[src/rtl/alarm_pkg.sv]
// Package: alarm_pkg
// Shared types for the alarm output driver. The supply measurement is an
// unsigned code; larger codes mean a higher supply voltage.
package alarm_pkg;

    localparam int SUPPLY_W = 8;

    typedef logic [SUPPLY_W-1:0] supply_code_t;

    // Alarm cause vector: bit 0 countdown running, bit 1 supply low.
    typedef struct packed {
        logic supply_low;
        logic hold_run;
    } alarm_cause_t;

endpackage

[src/rtl/alarm_dur_timer.sv]
// Module: alarm_dur_timer
// Retriggerable hold countdown. Each fire pulse loads the length input; the
// counter then decrements once per clock until it reaches zero. busy_o is
// high while the count is non-zero, and also for the cycle right after a fire,
// so a zero length still gives one busy cycle.
// Assumes: fire_i is synchronous to clk; len_i need only be valid with fire_i.
module alarm_dur_timer #(
    parameter int DUR_W = 32
) (
    input  logic             clk,
    input  logic             rst_n,
    input  logic             fire_i,
    input  logic [DUR_W-1:0] len_i,
    output logic             busy_o
);

    localparam logic [DUR_W-1:0] ONE  = {{(DUR_W-1){1'b0}}, 1'b1};
    localparam logic [DUR_W-1:0] ZERO = '0;

    logic [DUR_W-1:0] cnt_q;
    logic             hit_q;

    // Load on fire, otherwise count down to zero.
    always_ff @(posedge clk) begin
        if (!rst_n) begin
            cnt_q <= ZERO;
            hit_q <= 1'b0;
        end else begin
            hit_q <= fire_i;
            if (fire_i) begin
                cnt_q <= len_i;
            end else if (cnt_q != ZERO) begin
                cnt_q <= cnt_q - ONE;
            end
        end
    end

    // Busy whenever the count is live or a fire was just taken.
    always_comb begin
        busy_o = hit_q | (cnt_q != ZERO);
    end

    // a fire captures the length presented with it.
    a_r3_reload_full: assert property (@(posedge clk) disable iff (!rst_n)
        fire_i |=> (cnt_q == $past(len_i)));

    // a count above one without a new fire keeps busy on the next cycle.
    a_r2_hold_busy: assert property (@(posedge clk) disable iff (!rst_n)
        (!fire_i && cnt_q > ONE) |=> busy_o);

    // a fire always yields busy in the following cycle.
    a_r4_fire_busy: assert property (@(posedge clk) disable iff (!rst_n)
        fire_i |=> busy_o);

endmodule

[src/rtl/alarm_uv_mon.sv]
// Module: alarm_uv_mon
// Low-supply detector with hysteresis. The flag sets when the sampled code
// is below ENTER_TH and clears only when the sampled code is above EXIT_TH.
// Reset sets the flag, so the supply is treated as low until proven good.
// Assumes: ENTER_TH < EXIT_TH; the code is sampled every clock.
module alarm_uv_mon
    import alarm_pkg::*;
#(
    parameter supply_code_t ENTER_TH = 8'd94,
    parameter supply_code_t EXIT_TH  = 8'd99
) (
    input  logic         clk,
    input  logic         rst_n,
    input  supply_code_t code_i,
    output logic         low_o
);

    logic low_q;

    // Hysteresis flag: set below the enter bound, clear above the exit bound.
    always_ff @(posedge clk) begin
        if (!rst_n) begin
            low_q <= 1'b1;
        end else if (low_q) begin
            if (code_i > EXIT_TH) begin
                low_q <= 1'b0;
            end
        end else begin
            if (code_i < ENTER_TH) begin
                low_q <= 1'b1;
            end
        end
    end

    always_comb begin
        low_o = low_q;
    end

    // the flag only rises after a sample below the enter bound.
    a_r5_enter_low: assert property (@(posedge clk) disable iff (!rst_n)
        $rose(low_q) |-> ($past(code_i) < ENTER_TH));

    // the flag only falls after a sample above the exit bound.
    a_r6_exit_high: assert property (@(posedge clk) disable iff (!rst_n)
        $fell(low_q) |-> ($past(code_i) > EXIT_TH));

    // inside the band the flag keeps its value.
    a_r6_band_hold: assert property (@(posedge clk) disable iff (!rst_n)
        (code_i >= ENTER_TH && code_i <= EXIT_TH) |=> $stable(low_q));

endmodule

[src/rtl/alarm_out_stage.sv]
// Module: alarm_out_stage
// Merges the alarm causes and registers the result once. Both pins come from
// the same flop, so they change on the same edge with opposite polarity.
// Assumes: reset shows the alarm on, matching the low-supply reset state.
module alarm_out_stage
    import alarm_pkg::*;
(
    input  logic         clk,
    input  logic         rst_n,
    input  alarm_cause_t cause_i,
    output logic         alarm_o,
    output logic         alarm_sink_n_o
);

    logic alarm_q;

    // Register the OR of all active causes.
    always_ff @(posedge clk) begin
        if (!rst_n) begin
            alarm_q <= 1'b1;
        end else begin
            alarm_q <= |cause_i;
        end
    end

    // Drive true and complementary levels.
    always_comb begin
        alarm_o        = alarm_q;
        alarm_sink_n_o = ~alarm_q;
    end

    // any active cause shows on the next cycle.
    a_r7_cause_to_pin: assert property (@(posedge clk) disable iff (!rst_n)
        (cause_i != '0) |=> alarm_o);

    // with no cause the alarm drops on the next cycle.
    a_r7_idle_low: assert property (@(posedge clk) disable iff (!rst_n)
        (cause_i == '0) |=> !alarm_o);

endmodule

[src/rtl/alarm_hold_drv.sv]
// Module: alarm_hold_drv
// Alarm output driver: a retriggerable hold countdown started by detect
// pulses, ORed with a low-supply flag with hysteresis, registered onto an
// active-high and an active-low pin.
// Assumes: det_i is a clean one-cycle pulse per detection; supply_i is an
// unsigned code where larger means higher supply.
module alarm_hold_drv
    import alarm_pkg::*;
#(
    parameter int           DUR_W    = 32,
    parameter supply_code_t UV_ENTER = 8'd94,
    parameter supply_code_t UV_EXIT  = 8'd99
) (
    input  logic             clk,
    input  logic             rst_n,
    input  logic             det_i,
    input  logic [DUR_W-1:0] dur_i,
    input  logic [7:0]       supply_i,
    output logic             alarm_o,
    output logic             alarm_sink_n_o
);

    logic         hold_busy;
    logic         supply_low;
    alarm_cause_t cause;

    alarm_dur_timer #(
        .DUR_W (DUR_W)
    ) u_timer (
        .clk    (clk),
        .rst_n  (rst_n),
        .fire_i (det_i),
        .len_i  (dur_i),
        .busy_o (hold_busy)
    );

    alarm_uv_mon #(
        .ENTER_TH (UV_ENTER),
        .EXIT_TH  (UV_EXIT)
    ) u_uv (
        .clk    (clk),
        .rst_n  (rst_n),
        .code_i (supply_code_t'(supply_i)),
        .low_o  (supply_low)
    );

    // Collect the alarm causes.
    always_comb begin
        cause.hold_run   = hold_busy;
        cause.supply_low = supply_low;
    end

    alarm_out_stage u_out (
        .clk            (clk),
        .rst_n          (rst_n),
        .cause_i        (cause),
        .alarm_o        (alarm_o),
        .alarm_sink_n_o (alarm_sink_n_o)
    );

    // a detect shows at the pins two edges later.
    a_r2_detect_to_pin: assert property (@(posedge clk) disable iff (!rst_n)
        det_i |-> ##2 alarm_o);

    // the alarm stays on while the supply has not yet been seen good.
    a_r1_low_forces: assert property (@(posedge clk) disable iff (!rst_n)
        supply_low |=> alarm_o);

endmodule

[config.mk]
export PLATFORM = sky130hd
export DESIGN_NAME = alarm_hold_drv
export DESIGN_NICKNAME = d
export VERILOG_FILES = /design/src/rtl/alarm_pkg.sv /design/src/rtl/alarm_dur_timer.sv /design/src/rtl/alarm_uv_mon.sv /design/src/rtl/alarm_out_stage.sv /design/src/rtl/alarm_hold_drv.sv
export SDC_FILE = /design/constraint.sdc
export NUM_CORES = 1
export LEC_CHECK = 0
export ABC_CLOCK_PERIOD_IN_PS = 6200
export BUFFER_PORTS_ARGS = -buffer_cell sky130_fd_sc_hd__clkbuf_2
export CAP_MARGIN = 10
export CORE_MARGIN = 3
export CORE_UTILIZATION = 55
export DETAILED_ROUTE_END_ITERATION = 12
export MAX_ROUTING_LAYER = met4
export PLACE_DENSITY = 0.81
export REMOVE_ABC_BUFFERS = 1
export SYNTH_ARGS = -nofsm -noshare
export SYNTH_HDL_FRONTEND = slang
export SYNTH_SLANG_ARGS = --single-unit
[constraint.sdc]
create_clock -name clk -period 6.2 [get_ports clk]
set_input_delay 0 -clock clk [delete_from_list [all_inputs] [get_ports clk]]
set_output_delay 0 -clock clk [all_outputs]
set_load 0.05 [all_outputs]
# Word-level counts from Yosys, hierarchy flattened
# Cells that the tools add are included.
[totals] mem_bits_ro=0 latchBits=0 word_cells=17 mem_count=0 out_inout_bits=2 ramBits=0 inputBits=43 reg_bits=35
[op_classes] addsub=1 n_eq_ne=0 muxes=5 order_cmp=2 reduce_logical=3 bitwise_logic=2 multipliers=0 n_div=0 shifts=0
[op_table] cell="$mux W32" count=2
[op_table] cell="$reduce_bool A32 Y1" count=1
[op_table] cell="$sub A32 B1 Y32 const B" count=1
[op_table] cell="$gt A8 B7 Y1 const B" count=1
[op_table] cell="$lt A8 B7 Y1 const B" count=1
[op_table] cell="$mux W1" count=3
[op_table] cell="$reduce_bool A2 Y1" count=1
[op_table] cell="$reduce_or A2 Y1" count=1
[op_table] cell="$not A1 Y1" count=1
[op_table] cell="$or A1 B1 Y1" count=1

# Longest topological paths before layout
# Gate-level depths: netlist of run 1.
[depth] depth_word=3 depth_mapped=8 depth_no_buf=7

# Cells and area by module
# A second synthesis of run 1 with hierarchy kept.
[hier_totals] cells_unflattened=233 hier_area_um2=1981.9
[by_module_without_submodules] module="alarm_dur_timer" area_each_um2=1896.8 seq_area_each_um2=660.6 n_inst=1 cells_each=224
[by_module_without_submodules] module="alarm_uv_mon" area_each_um2=52.6 seq_area_each_um2=20.0 n_inst=1 cells_each=6
[by_module_without_submodules] module="alarm_out_stage" area_each_um2=32.5 seq_area_each_um2=20.0 n_inst=1 cells_each=3

# Worst setup path before layout of run 1
# Ideal clock, no wire load.
[synth_path] kind="register to register" startpoint="register u_timer.cnt_q[0]" endpoint="register u_timer.cnt_q[14]" setup_slack_ps=4227 required_ps=6083 path_buffers=1 period_less_slack_ps=1973 setup_time_ps=117 arrival_time_ps=1856 stages_incl_launch_ff=9 path_cell_list="dfxtp_1 -> inv_1 -> ha_1 -> nor4b_4 -> nand3_2 -> buf_2 -> or3_1 -> xnor2_1 -> a22o_1"
[synth_via] elab_chain_cells=3 elab_cells_between_ends=5 cone_classes="add/sub: 1; mux: 2; reduce/logical: 2"
[synth_rtl] item="from (decl)" line="alarm_dur_timer.sv:20" text="logic [DUR_W-1:0] cnt_q;"
[synth_rtl] item="from (signal assigned)" line="alarm_dur_timer.sv:31" text="cnt_q <= len_i;"
[synth_rtl] item="from (signal assigned)" line="alarm_dur_timer.sv:33" text="cnt_q <= cnt_q - ONE;"
[synth_rtl] item="$sub A32 B1 Y32" line="alarm_dur_timer.sv:33"
[synth_rtl] item="$mux W32" line="alarm_dur_timer.sv:32" text="end else if (cnt_q != ZERO) begin"
[synth_rtl] item="$mux W32" line="alarm_dur_timer.sv:30" text="if (fire_i) begin"
# Several ways; a longest one is shown, not always the timed one. The select of a mux whose other input is x is not followed.
# A chain may end at the register's enable or synchronous reset.

# Worst setup path after layout of run 1
[layout_path] startpoint="register u_timer.cnt_q[0]" endpoint="register u_timer.cnt_q[1]"
# Same word-level chain as after synthesis.

==> results of run 1 <==
[metal layers]
metal	part of all wire (%)	routed length, um
met5	0	0
met4	1.8	80
met3	5.8	261
met2	49	2200
met1	44	1980
[stage by stage]
stage	hold slack [ns]	total power, W	worst slack, ns
after floorplan	0.0718	0.000357	4.14
after global placement	0.195	0.000391	3.78
after detailed placement	0.202	0.000395	3.75
after CTS	0.0132	0.000538	3.71
after global routing	0.0253	0.000566	3.53
final	0.0134	0.000535	3.74
[path summary, 6_finish.rpt]
kind	slack, ns	to	startpoint	cells after the start
worst max-delay path	3.74	u_timer.cnt_q[1]	u_timer.cnt_q[0]	7
worst min register to register	0.47	u_out.alarm_o	u_timer.hit_q	2
worst max register to register	3.74	u_timer.cnt_q[1]	u_timer.cnt_q[0]	7
worst min-delay path	0.01	u_out.alarm_o	rst_n	2
[layout by cell type (no fill, tap or decap), drive strengths merged, types with 8 or more instances in the layout]
cell and n:
dlygate4sd3 34, a22o 15, o31ai 9, xor2 21, nor4 14, and2 8
nor3 12, nor2 13, nand2 17, dfxtp 35, nand3 9, clkbuf 49
[sequential cells by signal, summed over array words and instances (netlist names)]
| name | flops |
|---|---|
| u_out.alarm_o | 1 |
| u_timer.cnt_q | 32 |
| u_timer.hit_q | 1 |
| u_uv.low_o | 1 |
[power by group through the flow]
| stage | Clock [W] | Sequential, W | Combinational, W |
|---|---|---|---|
| finish | 0.000126 | 0.000264 | 0.000145 |
| floorplan | 0 | 0.000264 | 0.0000924 |
| CTS | 0.000130 | 0.000263 | 0.000144 |
| global route | 0.000139 | 0.000266 | 0.000161 |
| global placement | 0 | 0.000268 | 0.000123 |
| detailed placement | 0 | 0.000268 | 0.000127 |
[cell families (layout without fill, tap and decap cells)]
kind of cell / after synthesis / after routing / synth area share, %
compound gates: 43 / 43 / 17.5
buf+inv: 15 / 89 / 3.06
mux: 2 / 2 / 1.08
fa+ha+maj: 1 / 1 / 0.638
xor+xnor: 27 / 27 / 12.1
simple gates: 91 / 91 / 30.0
flops: 35 / 35 / 35.7
[timing repair]
| item | in CTS | in global routing |
|---|---|---|
| resized for setup | 0 | 0 |
| endpoints found under the hold margin | 33 | 0 |
| hold buffers | 34 | 0 |
[area by class of cell]
cell class | count | area (um2) | area share [%]
inverters | 5 | 18.8 | 0.725
multi-input cells | 164 | 1200 | 46.4
clock buffers | 6 | 51.3 | 1.98
clock inverters | 1 | 5.00 | 0.193
flip-flops and latches | 35 | 701 | 27.1
repair buffers | 77 | 556 | 21.4
well taps | 46 | 57.6 | 2.22
==> impl_results.md, run 1 <==
- Filler instances: 253
- Mapped Area: 0.00196 mm2
- Number of non-filler instances in the completed layout: 334
- Drc violations: 0
- CP Buf/Inv Count: 1
- F_max: 407 MHz
- Post-synth EDFFs: 0
- Setup TNS: 0 ns
- Worst Tran Pin Value: 0.998 ns
- Synthesis-to-finish area growth: 32.0%
- Area contributors post-synth: dfxtp_1, xor2_1, a22o_1, o31ai_1, nand2_1
- Count leader, synth: dfxtp_1
- GP Congestion: 0.826
- Sequential share of power: 49.3%
- First-pass DRT Iterations: 4
- Post-Route WL: 4520 um
- Synth warn: 0
- Period utilisation layout: 39.7%
- Rows: 21
- Leak Pwr: 1.18 nW
- Avg WL per Cell: 13.5 um
- Vias: 1824
- Sw frac: 31.5%
- Clk buf depth: 2
- Post-synth ARST share: 0%
- Worst EP required: 6.48 ns
- Post-route cell area: 0.00259 mm2
- Fin. Hold Viols: 0
- Slowest-stage cell, CP: nor3_4
- Worst Setup End Kind: register
- Initial antenna violation count: 0
- Maximum vdd drop: 0.168 mV
- Unrepaired setup endpoints after global routing: no
- Post-Syn Instances: 214
- Final min period: 2.46 ns
- DIE AREA: 0.00432 mm2
- Yosys top cell by area: dfxtp_1
- First-pass GRT wire length: 7650 um
- Max-Cap Viols: 0
- Synth top area share: 35.7%
- Core region area: 0.00339 mm2
- Post-synthesis register bit count: 35
- Pwr per Cell Area: 207 mW/mm2
- H-tree depth: 2
- # Post-CTS Setup Buffers: 0
- Final core occ: 76.4%
- Crit path DAT: 2.74 ns
- Congestion Overflow GR: 0
- Cells after DPL: 293
- Vias in the first global route: 1730
- Commonest register cell after synthesis: dfxtp_1
- Hold WC Path Type: in -> reg
- Clock group share of total power: 23.6%
- Worst Skew: 0.00520 ns
- CTS Buf Count: 5
- Sequential area share after synthesis: 35.7%
- Initial core utilization: 57.9%
- Ant diodes: 0
- Antenna-violating nets left: 0
- Worst-path cell chain: inv_1 -> ha_1 -> nor4b_4 -> nand3_2 -> nor3_4 -> mux2_1 -> o21ai_1
- Critical path startpoint category: register
- Clk_lat worst skew: 0.34 ns
- Cell family with most CP delay: simple AND/OR/NAND/NOR gates
- Share of post-route cells with drive strength above 1: 22.2%
- Max-slew violations: 0
- CTS tree: built
- Pint: 0.000366 W
- Crit Path Class: reg -> reg
- Slew headroom: 33.2%
- Die width: 65.7 um
- Post-Place Cell Area: 0.00219 mm2
- Synth top cells by count: dfxtp_1, xor2_1, nand2_1, a22o_1, nor2_1
- Nets: 332
- M1 GR Usage: 28.3%
- Avg Cell Area, Syn: 9.17 um2
- GRT busiest layer: met2
- DRT iter0 DRCs: 124
- TritonCTS Sinks: 35
- Vias per cell: 5.46
- Net Switching: 0.000169 W
- Gr usage total: 23.7%
- Crit-path max FO: 11
- Pin count of the biggest net entering global routing: 30
- Comb power frac: 27.1%
- Met3 Usage GRT: 4.27%
- Port buffer count: 43
- Clock Pin Slew Worst Setup and Hold Paths: 0.10 ns
- M2 GR Usage: 39.4%
- Ports: 45
- Clk root buf: clkbuf_4
- DP Wirelength: 3010 um
- Die height: 65.7 um
- Max incr delay on CP: 0.54 ns
- Status: finished, final reports clean
- Final setup fails: 0
- Yosys cell types: 43
(Power assumes the default switching activity.)
==> inputs of run 2 (changes only) <==
ABC_CLOCK_PERIOD_IN_PS = 2200   (was 6200)
CORE_UTILIZATION = 48   (was 55)
PLACE_DENSITY = 0.75   (was 0.81)
clock period = 2.2 ns   (was 6.2 ns; I/O delays follow)
==> run 2 against run 1 <==
Wire length up 2.3%. Design area decreased by 0.14%. Via count down 0.49%. First-iteration DRC count down 19%.
==> impl_results.md, run 2 (synthesis results as in run 1) <==
- Status: finished, final reports clean (unchanged)
- Initial antenna violation count: 0 (unchanged)
- DP Wirelength: 3110 um (was 3010 um)
- Post-Route WL: 4630 um (was 4520 um)
- Gr usage total: 20.3% (was 23.7%)
- GP Congestion: 0.827 (was 0.826)
- Worst Setup End Kind: register (unchanged)
- Min Hold Slack: 0.00585 ns (was 0.0134 ns)
- Vias in the first global route: 1747 (was 1730)
- Initial core utilization: 51.6% (was 57.9%)
- TritonCTS Sinks: 35 (unchanged)
- Vias per cell: 5.47 (was 5.46)
- Max-slew violations: 0 (unchanged)
- Ant diodes: 0 (unchanged)
- Share of post-route cells with drive strength above 1: 26.1% (was 22.2%)
- Final min period: 2.00 ns (was 2.46 ns)
- Worst Skew: 0.00857 ns (was 0.00520 ns)
- CTS tree: built (unchanged)
- Ports: 45 (unchanged)
- Reg-to-Reg Start: u_timer.cnt_q[0] (unchanged)
- Clk root buf: clkbuf_8 (was clkbuf_4)
- Avg WL per Cell: 13.9 um (was 13.5 um)
- Crit path DAT: 2.19 ns (was 2.74 ns)
- Commonest cells after routing, fill and taps aside: clkbuf_2, dfxtp_1, xor2_1, dlygate4sd3_1, nand2_1 (was clkbuf_2, dfxtp_1, dlygate4sd3_1)
- Port buffer count: 43 (unchanged)
- Slowest-stage cell, CP: dfxtp_1 (was nor3_4)
- Pwr per Cell Area: 683 mW/mm2 (was 207 mW/mm2)
- Worst Tran Pin Value: 0.671 ns (was 0.998 ns)
- Clock Pin Slew Worst Setup and Hold Paths: 0.07 ns (was 0.10 ns)
- Crit-path max FO: 8 (was 11)
- Antenna-violating nets left: 0 (unchanged)
- Setup TNS: 0 ns (unchanged)
- Rows: 22 (was 21)
- Hold Startpoint: dur_i[8] (was rst_n)
- Congestion Overflow GR: 0 (unchanged)
- Max incr delay on CP: 0.33 ns (was 0.54 ns)
- CTS Buf Count: 5 (unchanged)
- Worst-path cell chain: inv_1 -> ha_1 -> nor4b_4 -> nand3_2 -> buf_4 -> nor4b_2 -> xor2_1 -> a22o_1 (was inv_1 -> ha_1 -> nor4b_4 -> nand3_2 -> nor3_4 -> mux2_1 -> o21ai_1)
- DIE AREA: 0.00489 mm2 (was 0.00432 mm2)
- Maximum vdd drop: 0.437 mV (was 0.168 mV)
- Leak Pwr: 1.20 nW (was 1.18 nW)
- Die height: 69.9 um (was 65.7 um)
- Fin. Hold Viols: 0 (unchanged)
- Period utilisation layout: 90.7% (was 39.7%)
- Pin count of the biggest net entering global routing: 29 (was 30)
- Final core occ: 68.1% (was 76.4%)
- Vias: 1815 (was 1824)
- Synthesis-to-finish area growth: 31.8% (was 32.0%)
- DRT iter0 DRCs: 100 (was 124)
- Most flops, register: u_timer.cnt_q (unchanged)
- Final setup fails: 0 (unchanged)
- Nets: 327 (was 332)
- Core region area: 0.00380 mm2 (was 0.00339 mm2)
- First-pass GRT wire length: 7790 um (was 7650 um)
- Max reg flops: 32 (unchanged)
- Worst EP required: 2.40 ns (was 6.48 ns)
- Drc violations: 0 (unchanged)
- # Post-CTS Setup Buffers: 0 (unchanged)
- Clk_lat worst skew: 0.30 ns (was 0.34 ns)
- Max-Cap Viols: 0 (unchanged)
- H-tree depth: 2 (unchanged)
- Unrepaired setup endpoints after global routing: no (unchanged)
- Crit. Startpoint: u_timer.cnt_q[0] (unchanged)
- First-pass DRT Iterations: 6 (was 4)
- Slew headroom: 55.2% (was 33.2%)
- Hold WC Path Type: in -> reg (unchanged)
- F_max: 501 MHz (was 407 MHz)
- Crit Path Class: reg -> reg (unchanged)
- Clk buf depth: 2 (unchanged)
- Die width: 69.9 um (was 65.7 um)
- Commonest non-fill, non-tap cell in the layout: clkbuf_2 (unchanged)
- Critical path startpoint category: register (unchanged)
[run 2: final cells by class]
type / count / area (um2)
Clock inverter: 2 / 35.0
Tap cell: 48 / 60.1
Clock buffer: 6 / 82.6
Multi-Input combinational cell: 164 / 1200
Inverter: 5 / 18.8
Sequential cell: 35 / 701
Timing Repair Buffer: 72 / 485
Fill cell: 303 / 1210
[run 2: power breakdown]
part	leakage, nW	internal, W	total [W]	switching (W)
Combinational	0.845	0.000208	0.000414	0.000205
Clock	0.0612	0.000367	0.000609	0.000242
Sequential	0.290	0.000683	0.000744	0.0000613
Total	1.20	0.00126	0.00177	0.000509
[run 2: final timing paths]
path,to,cells after the start,slack (ns)
setup / recovery,u_timer.cnt_q[30],8,0.20
hold / removal,u_timer.cnt_q[8],4,0.006
setup reg to reg,u_timer.cnt_q[30],8,0.20
hold reg to reg,u_out.alarm_o,2,0.45
[run 2: through the flow]
stage	power, W	std cells	instance area, um2	worst slack, ns
after floorplan	0.00100	204	1920	0.139
after global placement	0.00113	303	2260	0.169
after detailed placement	0.00114	303	2260	0.0800
after CTS	0.00177	332	2580	0.0652
after global routing	0.00186	332	2590	0.0650
final	0.00177	332	2590	0.204
[run 2: layer usage]
metal	vias up	wire length [um]	track usage (%)
met5	-	0	-
met1	853	2040	24.6
met3	6	247	5.90
met4	0	58	5.96
li1	917	-	-
met2	39	2280	32.6
[run 2: repair_timing]
item,CTS,global route
endpoints found under the hold margin,21,0
setup endpoints to repair,0,15
gates resized for setup,0,1
hold buffers,21,0
[run 2: critical path: cells and delay by family, from the launching register on]
kind            cells  cell delay (ns)
simple gates        3             0.74
flops               1             0.33
buf+inv             2             0.32
fa+ha+maj           1             0.21
compound gates      1             0.21
xor+xnor            1             0.10
